===== src/rtl/tdu_pkg.sv =====
package tdu_pkg;
  typedef enum logic [1:0] {
    TM_ON_DELAY  = 2'd0,
    TM_OFF_DELAY = 2'd1,
    TM_PULSE     = 2'd2,
    TM_ON_ALT    = 2'd3
  } tmode_e;

  function automatic logic is_on_mode(input logic [1:0] m);
    return (m == TM_ON_DELAY) || (m == TM_ON_ALT);
  endfunction
endpackage


===== src/rtl/tdu_counter.sv =====
module tdu_counter #(
  parameter int CNT_W = 16
) (
  input  logic             clk,
  input  logic             rst,
  input  logic             clr,
  input  logic             inc,
  input  logic [CNT_W-1:0] period,
  output logic             hit,
  output logic             per_zero
);
  localparam int EXT_W = CNT_W + 1;

  logic [CNT_W-1:0] cnt;
  logic [EXT_W-1:0] cnt_nx;

  assign cnt_nx   = {1'b0, cnt} + EXT_W'(1);
  assign hit      = cnt_nx >= {1'b0, period};
  assign per_zero = (period == '0);

  always_ff @(posedge clk) begin
    if (rst || clr) cnt <= '0;
    else if (inc)   cnt <= cnt_nx[CNT_W-1:0];
  end

  // the count never advances past the terminal value while it is in use
  p_no_wrap_r6: assert property (@(posedge clk) disable iff (rst)
    inc |-> !hit);
endmodule


===== src/rtl/tdu_ctrl.sv =====
module tdu_ctrl
  import tdu_pkg::*;
(
  input  logic       clk,
  input  logic       rst,
  input  logic [1:0] mode,
  input  logic       din,
  input  logic       tick,
  input  logic       hit,
  input  logic       per_zero,
  output logic       clr,
  output logic       inc,
  output logic       out_q,
  output logic       busy_q
);
  logic in_d;
  logic out_n, busy_n;

  always_comb begin
    out_n = out_q;
    clr   = 1'b1;
    inc   = 1'b0;
    case (mode)
      TM_OFF_DELAY: begin
        if (din) out_n = 1'b1;
        else if (out_q) begin
          if (per_zero) out_n = 1'b0;
          else if (tick) begin
            if (hit) out_n = 1'b0;
            else begin clr = 1'b0; inc = 1'b1; end
          end else clr = 1'b0;
        end
        busy_n = !din && out_n;
      end
      TM_PULSE: begin
        if (out_q) begin
          if (tick) begin
            if (hit) out_n = 1'b0;
            else begin clr = 1'b0; inc = 1'b1; end
          end else clr = 1'b0;
        end else if (din && !in_d && !per_zero) out_n = 1'b1;
        busy_n = out_n;
      end
      default: begin
        if (!din) out_n = 1'b0;
        else if (!out_q) begin
          if (per_zero) out_n = 1'b1;
          else if (tick) begin
            if (hit) out_n = 1'b1;
            else begin clr = 1'b0; inc = 1'b1; end
          end else clr = 1'b0;
        end
        busy_n = din && !out_n;
      end
    endcase
  end

  always_ff @(posedge clk) begin
    if (rst) begin
      out_q  <= 1'b0;
      busy_q <= 1'b0;
      in_d   <= 1'b0;
    end else begin
      out_q  <= out_n;
      busy_q <= busy_n;
      in_d   <= din;
    end
  end

  // a low input in on-delay clears the output on the next edge
  p_on_drop_r4: assert property (@(posedge clk) disable iff (rst)
    is_on_mode(mode) && !din |=> !out_q);
  // off-delay output follows a high input on the next edge
  p_off_raise_r5: assert property (@(posedge clk) disable iff (rst)
    (mode == TM_OFF_DELAY) && din |=> out_q);
  // an active pulse holds through cycles without a tick
  p_pulse_hold_r8: assert property (@(posedge clk) disable iff (rst)
    (mode == TM_PULSE) && out_q && !tick |=> out_q);
  // a zero period never starts a pulse
  p_zero_pulse_r9: assert property (@(posedge clk) disable iff (rst)
    (mode == TM_PULSE) && per_zero && !out_q |=> !out_q);
  // on-delay busy and output are never high together
  p_busy_on_r10: assert property (@(posedge clk) disable iff (rst)
    is_on_mode(mode) |-> !(busy_q && out_q));
endmodule


===== src/rtl/tdu_timer.sv =====
module tdu_timer #(
  parameter int CNT_W = 16
) (
  input  logic             clk,
  input  logic             rst,
  input  logic [1:0]       mode_i,
  input  logic             tick_i,
  input  logic             din_i,
  input  logic [CNT_W-1:0] period_i,
  output logic             dout_o,
  output logic             busy_o
);
  logic clr, inc, hit, per_zero;

  tdu_counter #(.CNT_W(CNT_W)) u_cnt (
    .clk(clk), .rst(rst), .clr(clr), .inc(inc),
    .period(period_i), .hit(hit), .per_zero(per_zero)
  );

  tdu_ctrl u_ctrl (
    .clk(clk), .rst(rst), .mode(mode_i), .din(din_i), .tick(tick_i),
    .hit(hit), .per_zero(per_zero), .clr(clr), .inc(inc),
    .out_q(dout_o), .busy_q(busy_o)
  );

  // the cycle after reset starts from an idle, low output
  p_reset_idle_r1: assert property (@(posedge clk)
    rst |=> !dout_o && !busy_o);
endmodule


===== config.mk =====
export PLATFORM = sky130hd
export DESIGN_NAME = tdu_timer
export DESIGN_NICKNAME = d
export VERILOG_FILES = /design/src/rtl/tdu_pkg.sv /design/src/rtl/tdu_counter.sv /design/src/rtl/tdu_ctrl.sv /design/src/rtl/tdu_timer.sv
export SDC_FILE = /design/constraint.sdc
export NUM_CORES = 1
export LEC_CHECK = 0
export ABC_AREA = 1
export BUFFER_PORTS_ARGS = -buffer_cell sky130_fd_sc_hd__clkbuf_2
export CAP_MARGIN = 20
export CORE_MARGIN = 1
export CORE_UTILIZATION = 46
export CTS_BUF_LIST = sky130_fd_sc_hd__clkbuf_8
export CTS_CLUSTER_SIZE = 30
export DETAILED_ROUTE_END_ITERATION = 10
export PLACE_DENSITY = 0.77
export SYNTH_ARGS = -nofsm -noshare
export SYNTH_HDL_FRONTEND = slang
export SYNTH_SLANG_ARGS = --single-unit

===== constraint.sdc =====
create_clock -name clk -period 3.25 [get_ports clk]
set_input_delay 0.65 -clock clk [delete_from_list [all_inputs] [get_ports clk]]
set_output_delay 0.65 -clock clk [all_outputs]
set_load 0.005 [all_outputs]

======== Yosys cells after proc, flatten, opt, wreduce, memory -nomap -nowiden ========
Index checks and enable logic that the tools add are counted.
Widths: inputs -> output; s select.
operators by class
  shift-type cells ........................ 0
  multipliers ............................. 0
  multiplexer cells ....................... 29
  bitwise gates (word level) .............. 0
  reductions and logical operators ........ 11
  order comparisons ....................... 1
  equality and inequality tests ........... 2
  divide/modulo/power cells ............... 0
  add/sub/neg operators ................... 1
operators with widths
  cell                   count
  $mux 1                 25
  $add 16x1->17 const B  1
  $ge 17x16->1           1
  $logic_not 16->1       1
  $pmux 1 s2             4
  $logic_and 1x1->1      4
  $logic_not 1->1        4
  $eq 2x1->1 const B     1
  $eq 2x2->1 const B     1
  $reduce_or 2->1        1
  $logic_or 1x1->1       1
word-level totals
  logic and storage cells ................. 48
  flip-flop bits (word level) ............. 19
  memories ................................ 0
  ROM bits ................................ 0
  output and inout port bits .............. 2
  memory bits (writable) .................. 0
  latch bits .............................. 0
  input port bits ......................... 22

======== Depth between registers and ports, before layout ========
  depth after elaboration ................. 11
  depth in mapped cells ................... 23
  gate-level depth less buffers ........... 22

======== Modules after synthesis ========
Synthesis repeated with hierarchy kept, for this count alone.
unflattened totals
  cell total of the unflattened synthesis .. 273
  area total of the unflattened synthesis .. 1700.4 sq um
by module, submodules not included
  module       sequential area each (sq um)  cells an instance  area each (sq um)  times used
  tdu_counter  320.3                         231                1447.6             1
  tdu_ctrl     60.1                          42                 252.7              1

======== Worst setup path after synthesis ========
Ideal clock, no wire load.
  path type ............................... reg-to-reg
  from .................................... register u_cnt.cnt[0]
  to ...................................... register u_cnt.cnt[10]
  stages on the path, launching flop included .. 24
  setup slack ............................. 410 ps
  clock period less this slack ............ 2840 ps
  data arrival time ....................... 2728 ps
  data required time ...................... 3138 ps
  library setup time ...................... 112 ps
  buffers on the path ..................... 1
  cell sequence ........................... dfxtp_1 ha_1 nand2_1 nor2_2 nand2_1 nor3_1 nand4_1 xor2_1 inv_1 ha_1 nand2_1 nor2_1 nand4_1 nand2_1 nand2_1 nand3_4 nand2_4 nand4_1 nand2_1 nand2_1 nand2_2 nand2_4 buf_12 nor2_4
on the way
  longest elaborated chain between the ends .. 9
  elaborated cells on any way between the ends .. 21
  those cells by class .................... add/sub (1); order compare (1); mux (18); reduce/logical (1)
RTL lines
  item                       RTL line                                        text
  start, declared            tdu_counter.sv:14                               logic [CNT_W-1:0] cnt;
  start signal, assigned     tdu_counter.sv:23                               else if (inc) cnt <= cnt_nx[CNT_W-1:0];
  $add 16x1->17 *            tdu_counter.sv:17                               assign cnt_nx = {1'b0, cnt} + EXT_W'(1);
  net u_cnt.cnt_nx[14]       tdu_counter.sv:15                               logic [EXT_W-1:0] cnt_nx;
  $ge 17x16->1 *             tdu_counter.sv:18                               assign hit = cnt_nx >= {1'b0, period};
  $mux 1                     tdu_ctrl.sv:29, tdu_ctrl.sv:38, tdu_ctrl.sv:49
  $mux 1                     tdu_ctrl.sv:37                                  if (tick) begin
  $mux 1                     tdu_ctrl.sv:27                                  if (per_zero) out_n = 1'b0;
  $mux 1 (on tied branches)  tdu_ctrl.sv:46, tdu_ctrl.sv:26
  $mux 1 (on tied branches)  tdu_ctrl.sv:45, tdu_ctrl.sv:25
  $pmux 1 s2                 tdu_ctrl.sv:23                                  case (mode)
  $logic_or 1x1->1           tdu_counter.sv:22                               if (rst || clr) cnt <= '0;
The timed path passes the listed nets; every way through them passes the cells marked *.
A chain may end at the register's enable or synchronous reset.

======== Worst setup path after layout ========
  from .................................... register u_cnt.cnt[0]
  to ...................................... register u_cnt.cnt[3]
Same word-level chain as after synthesis.

==> flow_summary_export.csv <==
group,metric,value,unit
yosys,yosysSeqAreaShare,0.208,
power,power.density,236,mW/mm2
drt,antenna_left,0,
floorplan,core,0.00374,mm2
drt,num_vias,1730,
drt,vias_per_cell,4.85,
timing,fin_skew,2.17,ps
floorplan,die_h,65.0,um
power,p_comb_frac,0.202,
power,clkPwrFrac,0.327,
run,drv_cap,0,
power,swShare,0.292,
drt,wl_per_cell,11.5,um
floorplan,chipWidth,65.0,um
yosys,netlist_instances,276,
drt,wl,4.09,mm
clock_network,clock_path_buffers,2,
worst_setup_path,critPathRequiredTime,3450,ps
yosys,syn_nets,317,
drt,drt-pass1-iter-count,4,
global_route,grt_max_degree,17,
floorplan,start_util,0.488,
timing,finalHoldViolCount,0,
finish,num-nets-final,351,
global_route,overflow,0,
floorplan,dieArea,0.00423,mm2
clock_network,clock_sinks,19,
timing,maxSlewHeadroom,0.687,
timing,setup_viol_count_final,0,
power,p_switching,0.147,mW
finish,fin_cells,357,
placed_design,routabilityCongestion,0.910,
drt,route.detailed.drc,0,
worst_hold_path,hold_class,"reg -> reg",
floorplan,io_pins,24,
yosys,ys_warn_count,0,
worst_setup_path,worstSetupPathType,"reg -> reg",
clock_network,clock_latency,260,ps
placed_design,hpwlAfterDp,3.24,mm
finish,mostFrequentLayoutCells,"nand2_1 (69), inv_1 (60), clkbuf_2 (23)",
clock_network,numCtsBuffers,3,
yosys,ys_ff_latch,19,
placed_design,dp_slack,33.3,ps
clock_network,cts_root_buffer,"clkbuf_8",
finish,final_common_cell,"nand2_1",
timing,fin_tns_setup,0,ps
timing,maxSlewViolCount,0,
placed_design,port_buffers,23,
clock_network,cts_htree_levels,1,
yosys,ys_types,27,
power,leakagePower,1.06,nW
placed_design,dpl.cell_count,350,
clock_network,tritoncts,"yes",
global_route,grt_pass1_vias,1566,
global_route,grt_use_total,0.205,
worst_setup_path,endpoint_kind,"register",
finish,n_antenna_cell,0,
yosys,syn_area_per_cell,6.62,um2
timing,period_minus_slack,3080,ps
power,ir_drop,0.000151,V
finish,fillerInstances,351,
power,p_int,0.357,mW
worst_setup_path,critPathLaunchType,"register",
timing,timing.final.crit_share,0.948,
outcome,status,"complete, no violations",
floorplan,rows,22,
power,sequentialPowerShare,0.471,
worst_setup_path,worstPathArrival,3280,ps
timing,clock.fmax,325,MHz
finish,area_growth,17.0,%
timing,fin_ws,168,ps
clock_network,path_clk_slew,70,ps
finish,drive_above_1_share,0.210,
worst_setup_path,cp_max_fo,8,
drt,first_iter_violations,49,
timing,worst_pin_slew,464,ps
global_route,antenna_found_initial,0,
yosys,syn_area,0.00183,mm2
global_route,grt_first_pass_wirelength,6.73,mm
-- synthesized netlist by cell type (all sizes together) --
cell / instances / area (um2)
nand3: 11 / 67.6
a21o: 1 / 7.51
o21ai: 14 / 70.1
nand4: 9 / 56.3
ha: 19 / 238
a31o: 1 / 8.76
buf: 3 / 30.0
nand2: 74 / 305
dfxtp: 19 / 380
inv: 60 / 225
nand3b: 1 / 7.51
xor2: 12 / 105
nor2: 37 / 226
a21oi: 10 / 53.8
nor3: 3 / 31.3
o21bai: 2 / 15.0
-- per-layer routing --
layer | part of all wire | GRT usage | up-vias
li1 | - | - | 920
met1 | 0.49 | 0.275 | 761
met2 | 0.45 | 0.345 | 43
met3 | 0.046 | 0.0264 | 6
met4 | 0.010 | 0.0489 | 0
met5 | 0 | 0 | -
-- kinds of logic after synthesis --
group	synth area share
flops	0.208
compound gates	0.0849
xor+xnor	0.0575
simple gates	0.380
buf+inv	0.140
fa+ha+maj	0.130
-- power by group through the flow --
stage                     registers (mW)  clock network [mW]  logic, mW
after floorplan                    0.242                   0     0.0631
after global placement             0.242                   0     0.0875
after detailed placement           0.243                   0     0.0888
after CTS                          0.237               0.166     0.0893
after global routing               0.238               0.176      0.116
final                              0.237               0.165      0.102
-- worst max-delay path, cell delays in order (launching register included) --
cell and delay (ps):
dfxtp_2 350, inv_1 80, nor3_4 190, nand4_1 190
nor2_2 200, nand2_1 120, nor2_1 130, xor2_1 260
ha_1 320, nand2_1 80, nor2_1 40, nand4_1 80
nand2_1 60, nand2_1 90, nand3_4 110, nand2_4 100
nand2_4 50, a21oi_2 110, nand2_1 90, nand2_4 130
nand2_8 140, nor2_4 100
-- per-stage QoR --
stage                     power, mW   util  hold slack, ps  instance area, um2
after floorplan               0.306      -             523                1830
after global placement        0.330  0.539             543                2020
after detailed placement      0.331  0.539             550                2020
after CTS                     0.492  0.551             561                2060
after global routing          0.529  0.571             592                2140
final                         0.504  0.571             563                2140
-- cell type report --
| type | count | area (um2) | area share |
|---|---|---|---|
| Clock buffer | 3 | 41.3 | 0.0193 |
| Clock inverter | 1 | 3.75 | 0.00176 |
| Inverter | 60 | 225 | 0.105 |
| Multi-Input combinational cell | 195 | 1250 | 0.585 |
| Sequential cell | 19 | 382 | 0.178 |
| Tap cell | 48 | 60.1 | 0.0281 |
| Timing Repair Buffer | 31 | 175 | 0.0819 |
-- sequential cells by signal, indices dropped and copies added (netlist names) --
signal         cells
u_ctrl.busy_q      1
u_cnt.cnt         16
u_ctrl.out_q       1
u_ctrl.in_d        1
-- worst paths after layout --
| path | startpoint | to | slack, ps | depth (start not counted) |
|---|---|---|---|---|
| min | u_cnt.cnt[13]$_SDFFE_PP0P_ | u_cnt.cnt[13]$_SDFFE_PP0P_ | 560 | 4 |
| max reg2reg | u_cnt.cnt[0]$_SDFFE_PP0P_ | u_cnt.cnt[3]$_SDFFE_PP0P_ | 170 | 21 |
| max | u_cnt.cnt[0]$_SDFFE_PP0P_ | u_cnt.cnt[3]$_SDFFE_PP0P_ | 170 | 21 |
| min reg2reg | u_cnt.cnt[13]$_SDFFE_PP0P_ | u_cnt.cnt[13]$_SDFFE_PP0P_ | 560 | 4 |
-- timing repair --
action | in CTS | in global routing
hold buffers | 0 | 0
gates resized for setup | 0 | 9
setup buffers | 0 | 2
setup endpoints to repair | 0 | 18
Power figures use the tool's default switching activity.
